**src/rtl/ptr_pkg.sv**
```systemverilog
package ptr_pkg;

    typedef enum logic [1:0] {
        MODE_PLAIN   = 2'd0,
        MODE_POSTINC = 2'd1,
        MODE_PREDEC  = 2'd2,
        MODE_RSVD    = 2'd3
    } step_mode_e;

    // Element width code to byte count
    function automatic logic [1:0] elem_bytes(input logic wide);
        return wide ? 2'd2 : 2'd1;
    endfunction

endpackage

```
**src/rtl/ptr_step_calc.sv**
```systemverilog
module ptr_step_calc
    import ptr_pkg::*;
#(
    parameter int PTR_W = 16
) (
    input  logic [PTR_W-1:0] cur,
    input  step_mode_e       mode,
    input  logic             wide,
    output logic [PTR_W-1:0] addr,
    output logic [PTR_W-1:0] next,
    output logic             writes
);
    logic [PTR_W-1:0] step;

    always_comb begin
        step   = PTR_W'(elem_bytes(wide));
        addr   = cur;
        next   = cur;
        writes = 1'b0;
        unique case (mode)
            MODE_POSTINC: begin
                next   = cur + step;
                writes = 1'b1;
            end
            MODE_PREDEC: begin
                addr   = cur - step;
                next   = cur - step;
                writes = 1'b1;
            end
            default: ;
        endcase
    end
endmodule

```
**src/rtl/ptr_bank.sv**
```systemverilog
module ptr_bank #(
    parameter int NUM_PTRS = 4,
    parameter int PTR_W    = 16,
    localparam int IDX_W   = $clog2(NUM_PTRS)
) (
    input  logic                           clk,
    input  logic                           rst,
    input  logic                           upd_en,
    input  logic [IDX_W-1:0]               upd_sel,
    input  logic [PTR_W-1:0]               upd_value,
    input  logic                           ld_en,
    input  logic [IDX_W-1:0]               ld_sel,
    input  logic [PTR_W-1:0]               ld_value,
    output logic [NUM_PTRS-1:0][PTR_W-1:0] ptrs
);
    for (genvar i = 0; i < NUM_PTRS; i++) begin : g_entry
        logic hit_ld, hit_upd;
        assign hit_ld  = ld_en  && (ld_sel  == IDX_W'(i));
        assign hit_upd = upd_en && (upd_sel == IDX_W'(i));

        always_ff @(posedge clk) begin
            if (rst)          ptrs[i] <= '0;
            else if (hit_ld)  ptrs[i] <= ld_value;   // load outranks update
            else if (hit_upd) ptrs[i] <= upd_value;
        end
    end

    // Load always lands, whatever update targets the same entry
    p_load_wins_r8: assert property (@(posedge clk) disable iff (rst)
        ld_en |=> ptrs[$past(ld_sel)] == $past(ld_value));

    // Idle cycle leaves every pointer untouched
    p_idle_stable_r9: assert property (@(posedge clk) disable iff (rst)
        (!ld_en && !upd_en) |=> $stable(ptrs));
endmodule

```
**src/rtl/ptr_autostep.sv**
```systemverilog
module ptr_autostep
    import ptr_pkg::*;
#(
    parameter int NUM_PTRS = 4,
    parameter int PTR_W    = 16,
    localparam int IDX_W   = $clog2(NUM_PTRS)
) (
    input  logic             clk,
    input  logic             rst,
    input  logic             req_valid,
    input  logic [IDX_W-1:0] req_sel,
    input  logic [1:0]       req_mode,
    input  logic             req_wide,
    input  logic             ld_valid,
    input  logic [IDX_W-1:0] ld_sel,
    input  logic [PTR_W-1:0] ld_value,
    output logic             acc_valid,
    output logic [PTR_W-1:0] acc_addr
);
    logic [NUM_PTRS-1:0][PTR_W-1:0] ptrs;
    logic [PTR_W-1:0]               cur, next_val;
    logic                           writes;
    step_mode_e                     mode;

    assign mode = step_mode_e'(req_mode);
    assign cur  = ptrs[req_sel];

    ptr_step_calc #(.PTR_W(PTR_W)) calc_i (
        .cur    (cur),
        .mode   (mode),
        .wide   (req_wide),
        .addr   (acc_addr),
        .next   (next_val),
        .writes (writes)
    );

    ptr_bank #(.NUM_PTRS(NUM_PTRS), .PTR_W(PTR_W)) bank_i (
        .clk       (clk),
        .rst       (rst),
        .upd_en    (req_valid && writes),
        .upd_sel   (req_sel),
        .upd_value (next_val),
        .ld_en     (ld_valid),
        .ld_sel    (ld_sel),
        .ld_value  (ld_value),
        .ptrs      (ptrs)
    );

    assign acc_valid = req_valid;

    logic collide;
    assign collide = ld_valid && (ld_sel == req_sel);

    // Plain and reserved codes keep the pointer equal to the address used
    p_plain_hold_r2: assert property (@(posedge clk) disable iff (rst)
        (req_valid && !collide && (req_mode == 2'd0 || req_mode == 2'd3))
        |=> ptrs[$past(req_sel)] == $past(acc_addr));

    // Post-increment: pointer ends one element past the address used
    p_postinc_adv_r3: assert property (@(posedge clk) disable iff (rst)
        (req_valid && !collide && req_mode == 2'd1)
        |=> ptrs[$past(req_sel)] == $past(acc_addr) + PTR_W'($past(req_wide) ? 2 : 1));

    // Pre-decrement: pointer ends equal to the address used
    p_predec_use_r4: assert property (@(posedge clk) disable iff (rst)
        (req_valid && !collide && req_mode == 2'd2)
        |=> ptrs[$past(req_sel)] == $past(acc_addr));

    // Pre-decrement address sits one element below the stored pointer
    p_predec_addr_r6: assert property (@(posedge clk) disable iff (rst)
        (req_valid && req_mode == 2'd2)
        |-> acc_addr == cur - PTR_W'(req_wide ? 2 : 1));
endmodule

```
**config.mk**
```make
export PLATFORM = sky130hd
export DESIGN_NAME = ptr_autostep
export DESIGN_NICKNAME = d
export VERILOG_FILES = /design/src/rtl/ptr_pkg.sv /design/src/rtl/ptr_step_calc.sv /design/src/rtl/ptr_bank.sv /design/src/rtl/ptr_autostep.sv
export SDC_FILE = /design/constraint.sdc
export NUM_CORES = 1
export LEC_CHECK = 0
export CAP_MARGIN = 20
export CORE_MARGIN = 2
export CORE_UTILIZATION = 60
export DETAILED_ROUTE_END_ITERATION = 16
export PLACE_DENSITY_LB_ADDON = 0.05
export SLEW_MARGIN = 0
export SYNTH_ARGS = -nofsm -noshare
export SYNTH_HDL_FRONTEND = slang
export SYNTH_SLANG_ARGS = --single-unit
```
**constraint.sdc**
```tcl
create_clock -name clk -period 6.2 [get_ports clk]
set_input_delay 0.62 -clock clk [delete_from_list [all_inputs] [get_ports clk]]
set_output_delay 0.62 -clock clk [all_outputs]
set_load 0.005 [all_outputs]
```
==> run metrics <==
cell area after technology mapping 4760 sq um; Rel. slew slack 0.336; TritonRoute pass-1 iters 6; Worst Hold Class flip-flop to flip-flop; Leak Pwr ~0.0018 uW; clk sink count 64; largest net degree at the start of global routing 71; critical path endpoint category primary output; commonest non-fill, non-tap cells in the layout 89 x nor2_1, 64 x dfxtp_1, 49 x nand2_1; WP buf/inv 3; final hold viol count 0; syn avg cell area a little over 8 sq um; Unique masters post-synth a little under 70; Clk pin slew, worst setup/hold paths approximately 0.07 ns; reg-to-reg setup timing slack between 2 and 3 ns; post-cts gate resize count 0; share of cells above drive strength 1 0.108; routability congestion estimate 0.908; cell mode on critical path clkdlybuf4s50_1; reg2reg path depth 8; DR vias/cell about 7; grt ovf 0; Die Y ~93 microns; Port Buf Inserts between 40 and 50; Finish-stage setup viols 0; Synth Flop Type dfxtp_1; number of synthesized flops with an enable pin 0; crit share post-route 0.782; fin nets between 600 and 700; post-CTS setup buffers 0; kind of cell adding the most delay to the critical path buffers and inverters; total negative setup slack 0 ns; IO Pins 44; Worst Path Class, Setup input port to primary output; outcome finished clean; DR vias around 5000; syn nets a little over 600; CP Cell Sequence clkdlybuf4s50_1 > buf_4 > mux4_2 > nor4_1 > and4b_1 > nand3_1 > or3_1 > xnor2_1 > clkdlybuf4s50_1; initial antenna violation count 0; remaining routing DRC violations 0; Starting DRT DRC Count 503; critical path peak fanout 24; most common cell after layout, fill and taps aside nor2_1; clock skew 0.00848 ns; stages on the worst setup path 9; CP max stage delay 0.70 ns; Tmin final between 4 and 5 ns; max reg flops 64; critical path's slowest cell mux4_2; number of global-route vias before repair 4587; type of origin of the critical path input port; full die area roughly 8700 sq um; routed length per instance between 20 and 25 microns; Max Cap Violations 0; Ant. Diodes 0; design area roughly 5300 sq um; Critical Path AT 4.23 ns; Top Layer Used met4; Final Max Tran Viols 0; cts hold-fix bufs 0; Clk Latency, worst-skew pair about 0.36 ns; Area Overhead vs Synth 10.8%; CTS tree yes; Detail Placement HPWL approximately 9900 microns; Starting Density 0.617; CTS Buf Count 9; sequential fraction of the synthesis area 0.269; asr flop ratio synth 0; Slew @ Worst Pin about 0.99 ns; placed cell area between 5000 and 6000 sq um; placed cells ~690; hold path depth 2; Clock Root Buffer clkbuf_8; largest registers bank_i.ptrs: 64 flops; pwr/cell area 208 nW/um^2; total chip power 1100 uW; met2 wire length between 6000 and 7000 microns; VDD IR max approximately 160 uV; Metal-1 WL 6000 microns; Overall Global Routing Usage 0.352; post-route ant nets 0; met3 wire len between 1500 and 2000 microns; Routed WL 14700 microns; yosys warns 0; Fmax achieved 206 MHz; CTS Buffer Depth 2; htree depth 3; RSZ-0062 raised after global routing no; Core Rows 32; Top reg by flops bank_i.ptrs; Synth Instances about 600; Die Wd just over 90 microns; Worst EP required ~5.6 ns; final std cells w/o fill around 700; count of state elements after synthesis 64; core area about 7700 sq um; first-pass GRT wire length roughly 24000 microns
[layer usage]
metal | vias to the layer above | global-route usage
li1 | 2206 | -
met1 | 2287 | 0.484
met2 | 326 | 0.569
met3 | 52 | 0.0459
met4 | 0 | 0.131
met5 | - | 0
[through the flow]
| step | worst slack, ns | util | hold slack, ns |
|---|---|---|---|
| 4_1_cts | 1.34 | 0.683 | 0.493 |
| 3_5_place_dp | 1.35 | 0.662 | 0.484 |
| 5_1_grt | 1.10 | 0.683 | 0.510 |
| 2_1_floorplan | 2.06 | - | 0.455 |
| 3_3_place_gp | 1.38 | 0.662 | 0.473 |
| 6_report | 1.35 | 0.683 | 0.494 |
[cells by family (layout without fill, tap and decap cells)]
kind of cell	after synthesis	in the layout	share of synthesized area
adders and majority gates	9	9	0.0268
xor gates and xnor gates	15	15	0.0276
DFF	64	64	0.269
and+or+nand+nor	258	258	0.277
buffers and inverters	64	77	0.0638
AOI/OAI and AO/OA	143	143	0.221
muxes	34	34	0.114
[final cells by class]
| class | count | area [sq um] |
|---|---|---|
| clock inverter | 4 | 20.0 |
| inverter | 11 | 41.3 |
| multi-input combinational | 459 | 3180 |
| tap | 102 | 128 |
| sequential | 64 | 1280 |
| timing repair buffer | 50 | 478 |
| clock buffer | 12 | 145 |
| fill | 651 | 2450 |
[synth_stat cells (5+ instances only)]
library cell | number | share of area
o32ai_1 | 16 | 0.029
dfxtp_1 | 64 | 0.27
clkbuf_1 | 35 | 0.028
inv_1 | 10 | 0.0079
mux2i_1 | 14 | 0.029
o41a_1 | 5 | 0.012
and3_1 | 14 | 0.018
nor4_1 | 7 | 0.0092
o21ai_1 | 6 | 0.0063
xnor2_1 | 13 | 0.024
nor3_1 | 29 | 0.030
nor2_1 | 89 | 0.070
a31oi_1 | 5 | 0.0066
nand2b_1 | 8 | 0.011
or3_1 | 5 | 0.0066
o22ai_1 | 8 | 0.011
nand3_1 | 15 | 0.016
a2111oi_2 | 8 | 0.025
buf_2 | 8 | 0.0084
ha_1 | 7 | 0.018
nand4_1 | 5 | 0.0066
mux4_2 | 16 | 0.076
o21ai_0 | 24 | 0.025
o221ai_1 | 11 | 0.020
nand4b_1 | 5 | 0.0092
a21oi_1 | 37 | 0.039
nand2_1 | 49 | 0.039
o211ai_1 | 5 | 0.0079
[path summary, 6_finish.rpt]
check	startpoint	to
max	req_sel[0]	acc_addr[15]
min	bank_i.ptrs[49]	bank_i.ptrs[49]
max reg2reg	bank_i.ptrs[49]	bank_i.ptrs[23]
min reg2reg	bank_i.ptrs[49]	bank_i.ptrs[49]
[report_power, final]
part	internal (uW)	leakage [uW]	total, uW	switching (uW)
combinational	142	0.00123	333	192
clock	153	0.0000899	316	163
sequential	435	0.000523	447	12.8
[worst register-to-register path: cells and delay by family (launching register included)]
kind	cells	cell delay, ns
AOI/OAI and AO/OA	2	0.92
and+or+nand+nor	3	0.85
muxes	2	0.92
DFF	1	0.32
adders and majority gates	1	0.32
Power figures use the tool's default switching activity.
